==> src/rtl/bcr_pkg.sv <==
package bcr_pkg;
    localparam int CFG_IDX_W = 6;
    typedef logic [CFG_IDX_W-1:0] dw_idx_t;

    localparam dw_idx_t IDX_CMD  = 6'd1;
    localparam dw_idx_t IDX_HDR  = 6'd3;
    localparam dw_idx_t IDX_BUS  = 6'd6;
    localparam dw_idx_t IDX_IO   = 6'd7;
    localparam dw_idx_t IDX_MEM  = 6'd8;
    localparam dw_idx_t IDX_PF   = 6'd9;
    localparam dw_idx_t IDX_PFBH = 6'd10;
    localparam dw_idx_t IDX_PFLH = 6'd11;
    localparam dw_idx_t IDX_IOH  = 6'd12;
    localparam dw_idx_t IDX_CTL  = 6'd15;

    localparam logic [15:0] STAT_FIXED = 16'h00A0;
    localparam int SBR_BIT = 6;

    typedef struct packed {
        logic [15:0] cmd;
        logic [7:0]  pri_bus;
        logic [7:0]  sec_bus;
        logic [7:0]  sub_bus;
        logic [7:0]  sec_lat;
        logic [3:0]  io_base;
        logic [3:0]  io_lim;
        logic [11:0] mem_base;
        logic [11:0] mem_lim;
        logic [11:0] pf_base;
        logic [11:0] pf_lim;
        logic [31:0] pf_base_hi;
        logic [31:0] pf_lim_hi;
        logic [15:0] io_base_hi;
        logic [15:0] io_lim_hi;
        logic [15:0] brctl;
    } bcr_regs_t;

    function automatic logic [31:0] lane_merge(logic [31:0] old, logic [31:0] nw,
                                               logic [3:0] be);
        logic [31:0] r;
        for (int b = 0; b < 4; b++)
            r[b*8 +: 8] = be[b] ? nw[b*8 +: 8] : old[b*8 +: 8];
        return r;
    endfunction

    function automatic logic remap_hit(dw_idx_t idx, logic [3:0] be);
        logic h;
        case (idx)
            IDX_CMD, IDX_IO: h = be[0] | be[1];
            IDX_MEM, IDX_PF, IDX_PFBH, IDX_PFLH, IDX_IOH: h = |be;
            IDX_CTL: h = be[2] | be[3];
            default: h = 1'b0;
        endcase
        return h;
    endfunction
endpackage

==> src/rtl/bcr_regfile.sv <==
module bcr_regfile
    import bcr_pkg::*;
#(
    parameter int IO_32BIT   = 1,
    parameter int PREF_64BIT = 1
) (
    input  logic            clk,
    input  logic            rst,
    input  logic            wr_en,
    input  dw_idx_t         idx,
    input  logic [3:0]      be,
    input  logic [31:0]     wdata,
    input  logic            dis_fwd,
    output bcr_regs_t       regs
);
    bcr_regs_t nxt;

    always_comb begin
        nxt = regs;
        if (wr_en) begin
            case (idx)
                IDX_CMD: begin
                    if (be[0]) nxt.cmd[7:0]  = wdata[7:0];
                    if (be[1]) nxt.cmd[15:8] = wdata[15:8];
                end
                IDX_BUS:
                    {nxt.sec_lat, nxt.sub_bus, nxt.sec_bus, nxt.pri_bus} =
                        lane_merge({regs.sec_lat, regs.sub_bus, regs.sec_bus, regs.pri_bus},
                                   wdata, be);
                IDX_IO: begin
                    if (be[0]) nxt.io_base = wdata[7:4];
                    if (be[1]) nxt.io_lim  = wdata[15:12];
                end
                IDX_MEM: begin
                    if (be[0]) nxt.mem_base[3:0]  = wdata[7:4];
                    if (be[1]) nxt.mem_base[11:4] = wdata[15:8];
                    if (be[2]) nxt.mem_lim[3:0]   = wdata[23:20];
                    if (be[3]) nxt.mem_lim[11:4]  = wdata[31:24];
                end
                IDX_PF: begin
                    if (be[0]) nxt.pf_base[3:0]  = wdata[7:4];
                    if (be[1]) nxt.pf_base[11:4] = wdata[15:8];
                    if (be[2]) nxt.pf_lim[3:0]   = wdata[23:20];
                    if (be[3]) nxt.pf_lim[11:4]  = wdata[31:24];
                end
                IDX_PFBH: if (PREF_64BIT != 0) nxt.pf_base_hi = lane_merge(regs.pf_base_hi, wdata, be);
                IDX_PFLH: if (PREF_64BIT != 0) nxt.pf_lim_hi  = lane_merge(regs.pf_lim_hi, wdata, be);
                IDX_IOH:
                    if (IO_32BIT != 0)
                        {nxt.io_lim_hi, nxt.io_base_hi} =
                            lane_merge({regs.io_lim_hi, regs.io_base_hi}, wdata, be);
                IDX_CTL: begin
                    if (be[2]) nxt.brctl[7:0]  = wdata[23:16];
                    if (be[3]) nxt.brctl[15:8] = wdata[31:24];
                end
                default: ;
            endcase
        end
        if (dis_fwd) begin
            nxt.io_base    = '1;
            nxt.io_lim     = '0;
            nxt.mem_base   = '1;
            nxt.mem_lim    = '0;
            nxt.pf_base    = '1;
            nxt.pf_lim     = '0;
            nxt.pf_base_hi = '0;
            nxt.pf_lim_hi  = '0;
        end
    end

    always_ff @(posedge clk) begin
        if (rst) regs <= '0;
        else     regs <= nxt;
    end


    fwd_close_chk: assert property (@(posedge clk) disable iff (rst)
        dis_fwd |=> (regs.io_base == 4'hF && regs.io_lim == 4'h0 &&
                     regs.mem_base == 12'hFFF && regs.mem_lim == 12'h000 &&
                     regs.pf_base_hi == 32'h0 && regs.pf_lim_hi == 32'h0));
endmodule

==> src/rtl/bcr_events.sv <==
module bcr_events
    import bcr_pkg::*;
#(
    parameter int RST_HOLD = 4
) (
    input  logic        clk,
    input  logic        rst,
    input  logic        wr_en,
    input  dw_idx_t     idx,
    input  logic [3:0]  be,
    input  logic        sbr_new,
    input  logic        sbr_cur,
    input  logic        dis_fwd,
    output logic        remap_pulse,
    output logic        sec_reset
);
    localparam int CNT_W = $clog2(RST_HOLD + 1);

    logic [CNT_W-1:0] hold_cnt;
    logic             sbr_rise;

    assign sbr_rise  = wr_en && (idx == IDX_CTL) && be[2] && sbr_new && !sbr_cur;
    assign sec_reset = (hold_cnt != '0);

    always_ff @(posedge clk) begin
        if (rst) begin
            hold_cnt    <= '0;
            remap_pulse <= 1'b0;
        end else begin
            remap_pulse <= (wr_en && remap_hit(idx, be)) || dis_fwd;
            if (sbr_rise)
                hold_cnt <= CNT_W'(RST_HOLD);
            else if (hold_cnt != '0)
                hold_cnt <= hold_cnt - 1'b1;
        end
    end


    remap_cause_chk: assert property (@(posedge clk) disable iff (rst)
        remap_pulse |-> $past(wr_en || dis_fwd));

    sbr_cause_chk: assert property (@(posedge clk) disable iff (rst)
        $rose(sec_reset) |-> $past(wr_en && idx == IDX_CTL && be[2] && sbr_new));

    sbr_edge_chk: assert property (@(posedge clk) disable iff (rst)
        $rose(sec_reset) |-> !$past(sbr_cur));

    generate
        if (RST_HOLD > 1) begin : g_hold

            sbr_hold_chk: assert property (@(posedge clk) disable iff (rst)
                $rose(sec_reset) |=> sec_reset);
        end
    endgenerate
endmodule

==> src/rtl/bcr_readmux.sv <==
module bcr_readmux
    import bcr_pkg::*;
#(
    parameter int MULTI_FUNC = 0,
    parameter int IO_32BIT   = 1,
    parameter int PREF_64BIT = 1
) (
    input  logic        clk,
    input  logic        rst,
    input  logic        rd_en,
    input  dw_idx_t     idx,
    input  bcr_regs_t   regs,
    output logic        rvalid,
    output logic [31:0] rdata
);
    localparam logic       MF_BIT = (MULTI_FUNC != 0);
    localparam logic [3:0] IO_T   = (IO_32BIT != 0)   ? 4'h1 : 4'h0;
    localparam logic [3:0] PF_T   = (PREF_64BIT != 0) ? 4'h1 : 4'h0;

    logic [31:0] view;

    always_comb begin
        case (idx)
            IDX_CMD:  view = {STAT_FIXED, regs.cmd};
            IDX_HDR:  view = {8'h00, MF_BIT, 7'h01, 16'h0000};
            IDX_BUS:  view = {regs.sec_lat, regs.sub_bus, regs.sec_bus, regs.pri_bus};
            IDX_IO:   view = {STAT_FIXED, regs.io_lim, IO_T, regs.io_base, IO_T};
            IDX_MEM:  view = {regs.mem_lim, 4'h0, regs.mem_base, 4'h0};
            IDX_PF:   view = {regs.pf_lim, PF_T, regs.pf_base, PF_T};
            IDX_PFBH: view = regs.pf_base_hi;
            IDX_PFLH: view = regs.pf_lim_hi;
            IDX_IOH:  view = {regs.io_lim_hi, regs.io_base_hi};
            IDX_CTL:  view = {regs.brctl, 16'h0000};
            default:  view = 32'h0;
        endcase
    end

    always_ff @(posedge clk) begin
        if (rst) begin
            rvalid <= 1'b0;
            rdata  <= '0;
        end else begin
            rvalid <= rd_en;
            if (rd_en) rdata <= view;
        end
    end


    read_ack_chk: assert property (@(posedge clk) disable iff (rst)
        rd_en |=> rvalid);

    read_quiet_chk: assert property (@(posedge clk) disable iff (rst)
        !rd_en |=> !rvalid);
endmodule

==> src/rtl/bridge_cfg_regs.sv <==
module bridge_cfg_regs
    import bcr_pkg::*;
#(
    parameter int RST_HOLD   = 4,
    parameter int MULTI_FUNC = 0,
    parameter int IO_32BIT   = 1,
    parameter int PREF_64BIT = 1
) (
    input  logic                 clk,
    input  logic                 rst,
    input  logic                 cfg_req,
    input  logic                 cfg_we,
    input  logic [CFG_IDX_W-1:0] cfg_idx,
    input  logic [3:0]           cfg_be,
    input  logic [31:0]          cfg_wdata,
    input  logic                 fwd_disable,
    output logic                 cfg_rvalid,
    output logic [31:0]          cfg_rdata,
    output logic                 remap_pulse,
    output logic                 sec_bus_reset
);
    logic      wr_en;
    logic      rd_en;
    bcr_regs_t regs;

    assign wr_en = cfg_req && cfg_we;
    assign rd_en = cfg_req && !cfg_we;

    bcr_regfile #(.IO_32BIT(IO_32BIT), .PREF_64BIT(PREF_64BIT)) u_regs (
        .clk(clk), .rst(rst), .wr_en(wr_en), .idx(cfg_idx), .be(cfg_be),
        .wdata(cfg_wdata), .dis_fwd(fwd_disable), .regs(regs)
    );

    bcr_events #(.RST_HOLD(RST_HOLD)) u_events (
        .clk(clk), .rst(rst), .wr_en(wr_en), .idx(cfg_idx), .be(cfg_be),
        .sbr_new(cfg_wdata[16+SBR_BIT]), .sbr_cur(regs.brctl[SBR_BIT]),
        .dis_fwd(fwd_disable), .remap_pulse(remap_pulse), .sec_reset(sec_bus_reset)
    );

    bcr_readmux #(.MULTI_FUNC(MULTI_FUNC), .IO_32BIT(IO_32BIT), .PREF_64BIT(PREF_64BIT)) u_rd (
        .clk(clk), .rst(rst), .rd_en(rd_en), .idx(cfg_idx), .regs(regs),
        .rvalid(cfg_rvalid), .rdata(cfg_rdata)
    );
endmodule

==> config.mk <==
export PLATFORM = sky130hd
export DESIGN_NAME = bridge_cfg_regs
export DESIGN_NICKNAME = d
export VERILOG_FILES = /design/src/rtl/bcr_pkg.sv /design/src/rtl/bcr_regfile.sv /design/src/rtl/bcr_events.sv /design/src/rtl/bcr_readmux.sv /design/src/rtl/bridge_cfg_regs.sv
export SDC_FILE = /design/constraint.sdc
export NUM_CORES = 1
export LEC_CHECK = 0
export ABC_AREA = 1
export CORE_UTILIZATION = 55
export DETAILED_ROUTE_END_ITERATION = 8
export DONT_BUFFER_PORTS = 1
export GPL_ROUTABILITY_DRIVEN = 0
export GPL_TIMING_DRIVEN = 0
export HOLD_SLACK_MARGIN = 0.03
export PLACE_DENSITY = 0.79
export SLEW_MARGIN = 20
export SYNTH_ARGS = -nofsm -noshare
export SYNTH_HDL_FRONTEND = slang
export SYNTH_HIERARCHICAL = 1
export SYNTH_SLANG_ARGS = --single-unit
==> constraint.sdc <==
create_clock -name clk -period 2.05 [get_ports clk]
set_clock_uncertainty 0.05 [all_clocks]
set_input_delay 0.41 -clock clk [delete_from_list [all_inputs] [get_ports clk]]
set_output_delay 0.41 -clock clk [all_outputs]
set_load 0.03 [all_outputs]
==> impl_metrics.ini <==
[final_layout]
drive_above_1_share_pct = 8.37
regArea_mm2 = 0.00506
num-fill-cells = 1914
multi_input_comb_area_mm2 = 0.00585
area_growth_pct = 13.8
layout.nets = 1885
diodes = 0

[global_route]
grt_util_all_layers_pct = 35.3
gr-max-usage-layer = met2
antenna_found_initial = 0
grt_max_degree = 14
grt_util_met3_pct = 9.48
grt.met1_usage_pct = 48.3
met2_usage_pct = 51.8
grt_pass1_wl_um = 60100
grt_pass1_vias = 11100
grt-ovfl-total = 0

[logic_synthesis]
synth_top_area_share_pct = 42.9
synth.area.top_cells = dfxtp_1 (43%), nand2_1 (13%), nor2_1 (12%)
avgSynthCellArea_um2 = 6.67
synthCells = 1771
synth_edf_count = 0
synth_common_cells = nand2_1 (418), nor2_1 (388), dfxtp_1 (253), nand3_1 (138), a21oi_1 (124)
synth_nets = 1821
synthArstFlopShare_pct = 0
ys_seq_area_share_pct = 42.9
ys_ff_latch = 253
ys.flop_type = dfxtp_1
yosysWarningCount = 6
ys_types = 30
synth_area_mm2 = 0.0118
netlist.top_cell.by_area = dfxtp_1
yosysMostFrequentCell = nand2_1

[clocking]
cts_buffer_depth = 3
clk_latency_ns = 0.53
tritoncts = yes
cts.sinks = 253
htreeDepth = 1
ctsRootBufferMaster = clkbuf_16
post-cts-setup-buffers = 0
numCtsBuffers = 27
worst_setup_hold_path_clk_slew_ns = 0.06

[timing]
max_freq_mhz = 519
period_minus_slack_ns = 1.93
period_share_pct = 94.0
setup_violations = 0
maxSlewHeadroom_pct = 45.5
grt_setup_unrepaired = no
finalMaxSlewViolations = 0
worst_pin_slew_ns = 0.817
hold_viol = 0
layout_setup_ws_ns = 0.123

[drt]
drtIter0Drc = 1702
drc = 0
firstDrtPassIters = 8
finalWirelength_um = 38900
wl_per_cell_um = 18.3
ant_nets = 0
via_per_inst = 5.71
vias = 12100

[die]
start_util_pct = 56.2
core_mm2 = 0.0210
die_area_mm2 = 0.0221
rows = 53
die_h_um = 149
die_w_um = 149
io_pins = 82

[flow_run]
maxCapViolCount = 0

[outcome]
status = finished, final reports clean

[setup_path]
critPathMaxStageDelay_ns = 0.32
required_ns = 1.59
crit_path_max_fanout = 6
worstPathCellList = inv_1 -> ha_1 -> ha_2 -> inv_2
start_kind = flop
crit_type = flop to primary output
crit_slowest_cell = dfxtp_1
critPathCaptureType = primary output
crit_arrival_ns = 1.47

[pwr]
cellPowerDensity_mw_per_mm2 = 825
vdd_drop_max_v = 0.000956
leakage_nw = 5.37
p_total_mw = 11.1

[place]
portBuffers = 0
hpwl_um = 27100
dp_slack_ns = -0.137

[hold_path]
hold_path_class = primary input to flop
## layout make-up
class	count	share of cell area (%)
multi-input cells	1306	43.5
flip-flops and latches	253	37.6
clock buffers	39	5.95
inverters	131	3.65
plain buffers	81	3.05
repair buffers	35	2.60
well taps	275	2.56
clock inverters	7	1.02
## path summary, 6_finish.rpt
path,startpoint,to,slack [ns],cells after the start
min,cfg_wdata[10],u_regs/regs[90],0.03,2
max,u_events/hold_cnt[0],sec_bus_reset,0.12,4
min reg2reg,u_regs/regs[3],u_regs/regs[3],0.40,2
max reg2reg,u_events/hold_cnt[0],u_events/hold_cnt[2],0.77,5
## power breakdown
part,switching [mW],internal (mW),total [mW]
registers,0.0502,4.99,5.04
clock network,1.97,3.19,5.15
logic,0.636,0.270,0.906
total,2.66,8.45,11.1
## flip-flops by register name, summed over array words and instances (netlist names)
register / cells
u_regs/regs: 216
u_events/hold_cnt: 3
u_rd/rvalid: 1
u_events/remap_pulse: 1
u_rd/rdata: 32
## cell usage in the layout (no fill, tap or decap), types with 8 or more instances in the layout
master         count
inv_2             18
nand4_1           28
nor2_4            12
buf_2             19
nand3_2           12
dlygate4sd3_1     35
nor2_1           388
buf_4             14
clkbuf_16         27
nor2_2            19
a21oi_1          124
o21ai_0          117
dfxtp_1          253
nand3_1          138
nand2_1          418
clkbuf_8           8
inv_1            112
nand3b_1          16
clkbuf_1          41
## stage by stage
step           hold slack [ns]  util [%]  instance area, µm²  setup TNS [ns]  cells
6_report                0.0342      64.0               13500               0   2127
5_1_grt                 0.0345      64.0               13500               0   2127
4_1_cts                 0.0302      64.0               13500               0   2127
3_5_place_dp             0.389      57.9               12200           -2.13   2046
3_3_place_gp             0.383      57.9               12200           -1.02   2046
2_1_floorplan            0.374         -               11800               0   1771
## worst max-delay path, delay by kind of cell, from the launching register on
family | cells | cell delay [ns]
buf+inv | 2 | 0.20
fa+ha+maj | 2 | 0.41
flops | 1 | 0.32
## per-layer routing
metal / wire [µm] / share of wire [%] / vias to the layer above
met2: 16200 / 42 / 723
met5: 0 / 0 / -
met1: 15700 / 40 / 5536
met4: 1630 / 4.2 / 0
met3: 5360 / 14 / 106
li1: - / - / 5780
## cells by family after synthesis
group | synth area share, %
fa+ha+maj | 0.318
simple gates | 38.3
buf+inv | 7.63
flops | 42.9
compound gates | 10.9
## repair_timing
item,in CTS,in global routing
endpoints found under the setup margin,1,1
hold endpoints to repair,159,0
hold buffers,35,0
resized for setup,1,1
pin swaps,0,0
(Power assumes the default switching activity.)
